<file path="config.mk">
export PLATFORM = sky130hd
export DESIGN_NAME = burst_bus_ctrl
export DESIGN_NICKNAME = d
export VERILOG_FILES = /design/src/rtl/burst_bus_pkg.sv /design/src/rtl/burst_seq.sv /design/src/rtl/beat_ctr.sv /design/src/rtl/line_sel.sv /design/src/rtl/burst_bus_ctrl.sv
export SDC_FILE = /design/constraint.sdc
export NUM_CORES = 1
export LEC_CHECK = 0
export BUFFER_PORTS_ARGS = -buffer_cell sky130_fd_sc_hd__buf_2
export CAP_MARGIN = 20
export CORE_AREA = 2 2 199 201
export CTS_CLUSTER_DIAMETER = 150
export CTS_CLUSTER_SIZE = 25
export DETAILED_ROUTE_END_ITERATION = 6
export DIE_AREA = 0 0 201 203
export PLACE_DENSITY_LB_ADDON = 0.3
export SYNTH_ARGS = -nofsm -noshare
export SYNTH_HDL_FRONTEND = slang
export SYNTH_SLANG_ARGS = --single-unit
</file>
<file path="constraint.sdc">
create_clock -name clk_i -period 1.65 [get_ports clk_i]
set_input_delay 0.2475 -clock clk_i [delete_from_list [all_inputs] [get_ports clk_i]]
set_output_delay 0.2475 -clock clk_i [all_outputs]
set_load 0.02 [all_outputs]
</file>
<file path="src/rtl/burst_bus_pkg.sv">
package burst_bus_pkg;
  typedef enum logic [2:0] {
    ST_IDLE,
    ST_WAIT,
    ST_XFER,
    ST_LAST,
    ST_DONE
  } bus_st_e;
endpackage

</file>
<file path="src/rtl/burst_seq.sv">
module burst_seq
  import burst_bus_pkg::*;
#(
  parameter int BEATS = 4,
  localparam int RW = $clog2(BEATS + 1)
) (
  input  logic    clk_i,
  input  logic    rst_ni,
  input  logic    start_i,
  input  logic    rdy_i,
  output bus_st_e st_o,
  output logic    req_pend_o
);
  bus_st_e st_q, st_d;
  logic [RW-1:0] rdy_cnt_q, rdy_cnt_d;
  logic active;

  assign active     = (st_q == ST_WAIT) || (st_q == ST_XFER);
  assign req_pend_o = active && (rdy_cnt_q < RW'(BEATS - 1));
  assign st_o       = st_q;

  always_comb begin
    st_d      = st_q;
    rdy_cnt_d = rdy_cnt_q;
    unique case (st_q)
      ST_IDLE: if (start_i) begin
        st_d      = ST_WAIT;
        rdy_cnt_d = '0;
      end
      ST_WAIT, ST_XFER: begin
        if (rdy_i) begin
          rdy_cnt_d = rdy_cnt_q + 1'b1;
          // ready seen with request-pending low marks the final beat
          st_d = (rdy_cnt_q == RW'(BEATS - 1)) ? ST_LAST : ST_XFER;
        end else begin
          st_d = ST_WAIT;
        end
      end
      ST_LAST: st_d = ST_DONE;
      ST_DONE: st_d = ST_IDLE;
      default: st_d = ST_IDLE;
    endcase
  end

  always_ff @(posedge clk_i or negedge rst_ni) begin
    if (!rst_ni) begin
      st_q      <= ST_IDLE;
      rdy_cnt_q <= '0;
    end else begin
      st_q      <= st_d;
      rdy_cnt_q <= rdy_cnt_d;
    end
  end
endmodule

</file>
<file path="src/rtl/beat_ctr.sv">
module beat_ctr #(
  parameter int BEATS = 4,
  localparam int IW = $clog2(BEATS)
) (
  input  logic          clk_i,
  input  logic          rst_ni,
  input  logic          clr_i,
  input  logic          inc_i,
  output logic [IW-1:0] idx_o
);
  logic [IW-1:0] idx_q;
  always_ff @(posedge clk_i or negedge rst_ni) begin
    if (!rst_ni)    idx_q <= '0;
    else if (clr_i) idx_q <= '0;
    else if (inc_i) idx_q <= idx_q + 1'b1;
  end
  assign idx_o = idx_q;
endmodule

</file>
<file path="src/rtl/line_sel.sv">
module line_sel #(
  parameter int DW    = 64,
  parameter int BEATS = 4,
  localparam int IW = $clog2(BEATS)
) (
  input  logic [DW*BEATS-1:0] line_i,
  input  logic [IW-1:0]       idx_i,
  output logic [DW-1:0]       data_o
);
  logic [DW-1:0] dw [BEATS];
  for (genvar g = 0; g < BEATS; g++) begin : g_dw
    assign dw[g] = line_i[g*DW +: DW];
  end
  assign data_o = dw[idx_i];
endmodule

</file>
<file path="src/rtl/burst_bus_ctrl.sv">
module burst_bus_ctrl
  import burst_bus_pkg::*;
#(
  parameter int ADDR_W = 26,
  parameter int DW     = 64,
  parameter int BEATS  = 4,
  localparam int IW = $clog2(BEATS),
  localparam int LW = DW * BEATS
) (
  input  logic              clk_i,
  input  logic              rst_ni,
  input  logic              req_valid_i,
  input  logic              req_write_i,
  input  logic [ADDR_W-1:0] req_addr_i,
  input  logic [LW-1:0]     req_line_i,
  output logic              req_ready_o,
  output logic              done_o,
  output logic              rd_valid_o,
  output logic [IW-1:0]     rd_beat_o,
  output logic [DW-1:0]     rd_data_o,
  output logic [ADDR_W-1:0] bus_addr_o,
  output logic              bus_write_o,
  output logic              bus_req_o,
  output logic [DW-1:0]     bus_wdata_o,
  input  logic              bus_rdy_i,
  input  logic [DW-1:0]     bus_rdata_i
);
  bus_st_e st;
  logic start, beat, in_xfer;
  logic [IW-1:0] idx;
  logic [DW-1:0] sel_data;
  logic [ADDR_W-1:0] addr_q;
  logic [LW-1:0] line_q;
  logic wr_q;

  assign req_ready_o = (st == ST_IDLE);
  assign start       = req_ready_o && req_valid_i;
  assign beat        = (st == ST_XFER) || (st == ST_LAST);
  assign in_xfer     = (st == ST_WAIT) || beat;

  always_ff @(posedge clk_i or negedge rst_ni) begin
    if (!rst_ni) begin
      addr_q <= '0;
      line_q <= '0;
      wr_q   <= 1'b0;
    end else if (start) begin
      addr_q <= req_addr_i;
      line_q <= req_line_i;
      wr_q   <= req_write_i;
    end
  end

  burst_seq #(.BEATS(BEATS)) u_seq (
    .clk_i     (clk_i),
    .rst_ni    (rst_ni),
    .start_i   (start),
    .rdy_i     (bus_rdy_i),
    .st_o      (st),
    .req_pend_o(bus_req_o)
  );

  beat_ctr #(.BEATS(BEATS)) u_beat (
    .clk_i (clk_i),
    .rst_ni(rst_ni),
    .clr_i (start),
    .inc_i (beat),
    .idx_o (idx)
  );

  line_sel #(.DW(DW), .BEATS(BEATS)) u_sel (
    .line_i(line_q),
    .idx_i (idx),
    .data_o(sel_data)
  );

  assign done_o      = (st == ST_DONE);
  assign bus_addr_o  = addr_q;
  assign bus_write_o = wr_q && in_xfer;
  assign bus_wdata_o = (beat && wr_q) ? sel_data : '0;
  assign rd_valid_o  = beat && !wr_q;
  assign rd_beat_o   = idx;
  assign rd_data_o   = rd_valid_o ? bus_rdata_i : '0;
endmodule

</file>
# Word-level counts from Yosys, hierarchy flattened
# Cells that the tools add are included.
dict set report totals {
  register_bits 291
  out_inout_bits 161
}
dict set report classes {
  addsub 2
  n_eq_ne 7
  order_cmp 2
  mux 14
  n_reduce_logical 14
  bitwise 1
}
# operator count
set ops {}
lappend ops {{two-way mux 64 bit} 4}
lappend ops {{binary-select mux 64 bit (select 2 bit)} 1}
lappend ops {{two-way mux 3 bit} 4}
lappend ops {{equality test 3 x 2 -> 1 bit (second input constant)} 3}
lappend ops {{case mux 3 bit (3 select lines)} 1}
lappend ops {{case mux 3 bit (2 select lines)} 1}
lappend ops {{logical AND 1 bit} 5}
lappend ops {{two-way mux 2 bit} 2}
lappend ops {{nonzero test 2 bit} 2}
lappend ops {{adder 3 x 1 -> 3 bit (second input constant)} 1}
lappend ops {{equality test 3 x 1 -> 1 bit (second input constant)} 1}
lappend ops {{equality test 3 bit (second input constant)} 1}
lappend ops {{greater-or-equal comparator 3 bit (second input constant)} 1}
lappend ops {{logical NOT 3 bit} 1}
lappend ops {{logical OR 1 bit} 3}
lappend ops {{< comparator 3 x 2 -> 1 bit (second input constant)} 1}
lappend ops {{inverter 2 -> 3 bit} 1}
lappend ops {{AND reduction 3 bit} 1}
lappend ops {{adder 2 x 1 -> 2 bit (second input constant)} 1}
lappend ops {{!= test 2 x 1 -> 1 bit (second input constant)} 1}
lappend ops {{!= test 2 bit (second input constant)} 1}
lappend ops {{OR reduction 2 bit} 1}
lappend ops {{logical NOT 1 bit} 1}
lappend ops {{two-way mux 1 bit} 1}

# Longest topological paths before layout
dict set report logic_depth {
  depth_word 5
  mapped_depth 7
  ltp_nobuf 4
}

# Cells and area by module
# From an unflattened synthesis, not the netlist that was laid out.
dict set report unflattened {
  hier_cells 870
  area_unflattened_um2 13513.0
}
# mod cells_per_inst seq_area_each_um2 area_per_inst_um2 instances
set by_module_without_submodules {}
lappend by_module_without_submodules {burst_bus_ctrl 747 7081.8 11410.9 1}
lappend by_module_without_submodules {line_sel 78 0.0 1622.8 1}
lappend by_module_without_submodules {burst_seq 38 150.1 390.4 1}
lappend by_module_without_submodules {beat_ctr 7 50.0 88.8 1}

# Worst setup path before layout
# Ideal clock, no wire load.
dict set report synth_timing {
  path_type {reg2out}
  from {reg u_beat.idx_q[0], in the netlist u_beat.idx_o[0]}
  to {out bus_wdata_o[36]}
  n_path_buf 3
  setup_slack_ps -382
  t_arrival_ps 1784
  stages_incl_launch_ff 6
  required_time_ps 1402
  path_cell_list {dfrtp_1 -> buf_2 -> buf_2 -> buf_4 -> mux4_2 -> nor2b_1}
}
dict set report synth_between {
  elab_chain_len 5
}
# element line_no
set synth_lines {}
lappend synth_lines {{start, declared} beat_ctr.sv:11} ;# logic [IW-1:0] idx_q;
lappend synth_lines {{start signal, assigned} beat_ctr.sv:15} ;# else if (inc_i) idx_q <= idx_q + 1'b1;
lappend synth_lines {{inverter 2 -> 3 bit (implied by the code)} line_sel.sv:14} ;# assign data_o = dw[idx_i];
lappend synth_lines {{binary-select mux 64 bit (select 2 bit)} line_sel.sv:14}
lappend synth_lines {{two-way mux 64 bit (implied by the code) (2 in series)} line_sel.sv:14}
lappend synth_lines {{two-way mux 64 bit} burst_bus_ctrl.sv:79} ;# assign bus_wdata_o = (beat && wr_q) ? sel_data : '0;
lappend synth_lines {{end, declared} burst_bus_ctrl.sv:24} ;# output logic [DW-1:0] bus_wdata_o,
# Every way passes these cells. The select of a mux whose other input is x is not followed.

# Final worst setup path
dict set report layout_timing {
  from {reg u_beat.idx_q[0], in the netlist u_beat.idx_o[0]}
  to {out bus_wdata_o[13]}
}
# The elaborated chain is that of the path after synthesis.

==> reports/results.tsv <==
stage	metric	value	unit
floorplan	num rows	72	
placed_design	port buffer count	511	
routing	drt drc	0	
routing	DRT iter0 DRCs	1107	
floorplan	die area	0.0408	mm^2
routing	final wirelength	64100	um
synthesis	synth unique cells	27	
global_route	number of global-route vias before repair	15000	
synthesis	Synthesized Nets	1819	
global_route	global-route wire length before repair	83900	um
timing	final hold vios	0	
timing	fin crit share	148	%
floorplan	Die H	203	um
critical_path	crit-path max FO	7	
routing	routed length per instance	22.3	um
routing	Pre-antenna DRT Iters	7	
synthesis	mean area per synthesized cell	9.27	um^2
placed_design	Setup WS pre-CTS	-221	ps
outcome	status	finished with violations	
routing	number of vias per cell	5.12	
floorplan	starting density of the core	35.3	%
timing	RSZ-0062 raised after global routing	true	
placed_design	Placed Instances	2446	
routing	Max Used Layer	met4	
routing	met2 WL post-DR	33500	um
synthesis	Post-synth ARST share	100	%
synthesis	Cells after Synth	1466	
timing	Max Slew Vio Count	0	
placed_design	Final HPWL DP	31800	um
power_and_ir_drop	Peak VDD IR	837	uV
critical_path	worst setup path startpoint	u_beat.idx_o[0]	
synthesis	Post-synth EDFFs	0	
hold_path	hold path start	bus_rdy_i	
cells_and_area	multi-input logic area	0.00807	mm^2
cells_and_area	commonest cells after routing, fill and taps aside	nand2_1 (437), buf_2 (385), dfrtp_1 (288), dlygate4sd3_1 (285), nand2_2 (257)	
cells_and_area	Layout area overhead	88.1	%
flow_run	Max Cap Viol	0	
timing	slew margin rel.	60.4	%
routing	routed length on met3	3730	um
clock_tree	Clk Latency, worst-skew pair	520	ps
cells_and_area	register area	0.00729	mm^2
synthesis	Main synth FF type	dfrtp_1	
critical_path	startpoint types	flop	
clock_tree	clock sinks	291	
clock_tree	H-tree Lvls	1	
clock_tree	TritonCTS clock tree	built	
routing	Metal-1 WL	23100	um
synthesis	Synth area leader	dfrtp_1	
synthesis	Syn Std Cell Area	0.0136	mm^2
synthesis	Synth area leaders	dfrtp_1 (54%), nand2_1 (24%), mux4_2 (11%), and2_1 (3.0%), nor2b_1 (3.0%)	
critical_path	Required @ worst endpoint	1400	ps
global_route	global-route usage over all layers	26.3	%
clock_tree	clk buf depth	3	
synthesis	Ys Warns	0	
synthesis	#FFs+latches synth	291	
cells_and_area	Layout fillers	2644	
hold_path	Worst Hold Class	in -> reg	
floorplan	IO Pins	512	
clock_tree	cts bufs inserted	15	
power_and_ir_drop	PD cells	1680	mW/mm^2
global_route	largest net degree at the start of global routing	86	
synthesis	post-synthesis sequential area ratio	53.6	%
global_route	initial antenna violation count	12	
critical_path	CP Capture Type	output port	
timing	clk_skew	15.8	ps
cells_and_area	# nets final	2693	
timing	fin crit period	2440	ps
routing	vias	14700	
cells_and_area	post-route insts no fill	2870	
global_route	grt ovf	0	
timing	Worst-Margin Slew	593	ps
timing	Final setup violation count	421	
floorplan	total core area	0.0385	mm^2
clock_tree	clk slew on worst S/H paths	100	ps
power_and_ir_drop	Leak	12.7	nW
placed_design	global placement routability congestion	0.961	
timing	fmax	410	MHz
critical_path	critical path type	reg -> out	
critical_path	reg2reg start	u_seq.st_o[2]	
clock_tree	Root Driver	clkbuf_16	
routing	Routed Antenna Nets	0	
floorplan	Die Span X	201	um
critical_path	R2R Setup Slk	-580	ps
synthesis	top-area cell type share of the netlist area	53.6	%
critical_path	WP data arrival	2190	ps
cells_and_area	most common cell after layout, fill and taps aside	nand2_1	
timing	worst setup margin	-786	ps
cells_and_area	share of cells above drive strength 1	55.3	%
outcome	failing checks	setup timing	
[path summary, 6_finish.rpt]
path                                 endpoint  cells after the start
setup / recovery              bus_wdata_o[13]                      5
hold / removal             u_seq.rdy_cnt_q[1]                      4
setup reg to reg                  line_q[145]                     10
hold reg to reg                 bus_addr_o[9]                      2
max in group asynchronous      bus_addr_o[12]                      3
min in group asynchronous          line_q[55]                      2
[final cells by class]
cell class	count	share of cell area (%)
timing repair buffer	950	35.6
multi-input combinational	1075	31.6
sequential	291	28.5
tap	518	2.54
clock buffer	16	1.48
antenna	12	0.118
inverter	7	0.103
clock inverter	1	0.0441
[worst max-delay path: stages (launching register included)]
cell and delay (ps):
dfrtp_4 530, buf_4 170, clkbuf_16 170, mux4_2 460, nor2b_2 180, buf_2 170
[per-layer routing]
metal	vias to the layer above	global-route usage, %
met4	0	13.1
met2	822	47.7
li1	6341	-
met1	7291	30.5
met5	-	0
met3	251	3.77
[power by group]
group | internal (mW) | total, mW | switching (mW)
combinational | 13.2 | 24.8 | 11.6
clock | 1.68 | 4.13 | 2.45
sequential | 10.6 | 14.2 | 3.58
[timing repair]
item / in CTS / in global routing
buffers inserted: 28 / 26
gates resized for setup: 336 / 687
endpoints found under the hold margin: 387 / 0
pin swaps: 91 / 499
setup endpoints to repair: 187 / 421
hold buffers: 285 / 0
gates cloned: 33 / 36
[synthesized netlist by cell type, drive strengths merged (2+ instances only)]
cell type	n
clkbuf	24
buf	70
nor3b	2
mux4	64
ha	2
nor2	3
dfrtp	291
mux2i	3
nor2b	65
a21oi	3
inv	7
nand2	854
o21ai	2
nand2b	2
and2	65
[through the flow]
stage | area (um^2) | setup TNS (ps) | hold WS (ps) | total power, mW | util (%)
finish | 25500 | -218800 | 144 | 43.0 | 66.4
CTS | 22600 | -187030 | 158 | 35.4 | 58.7
global route | 25500 | -236810 | 149 | 45.1 | 66.4
global placement | 17100 | -10950 | 176 | 26.1 | 44.4
floorplan | 13900 | -3760 | -48.1 | 22.3 | -
detailed placement | 17100 | -11790 | 176 | 26.5 | 44.4
[state kept, by name, summed over array words and instances, names as in the netlist]
register	count
u_seq.st_o	3
wr_q	1
u_seq.rdy_cnt_q	3
u_beat.idx_o	2
bus_addr_o	26
line_q	256
[logic make-up (layout without fill, tap and decap cells)]
kind of cell    after synthesis  count (layout)  share of synthesized area [%]
fa+ha+maj                     2               2                          0.184
mux                          67              67                           10.8
other cells                   0              12                              0
xor+xnor                      2               2                          0.129
compound gates                7               7                          0.295
buf+inv                     101             974                           4.77
flops                       291             291                           53.6
simple gates                996             997                           30.2
Note: power is estimated with default switching activity, not from simulation.
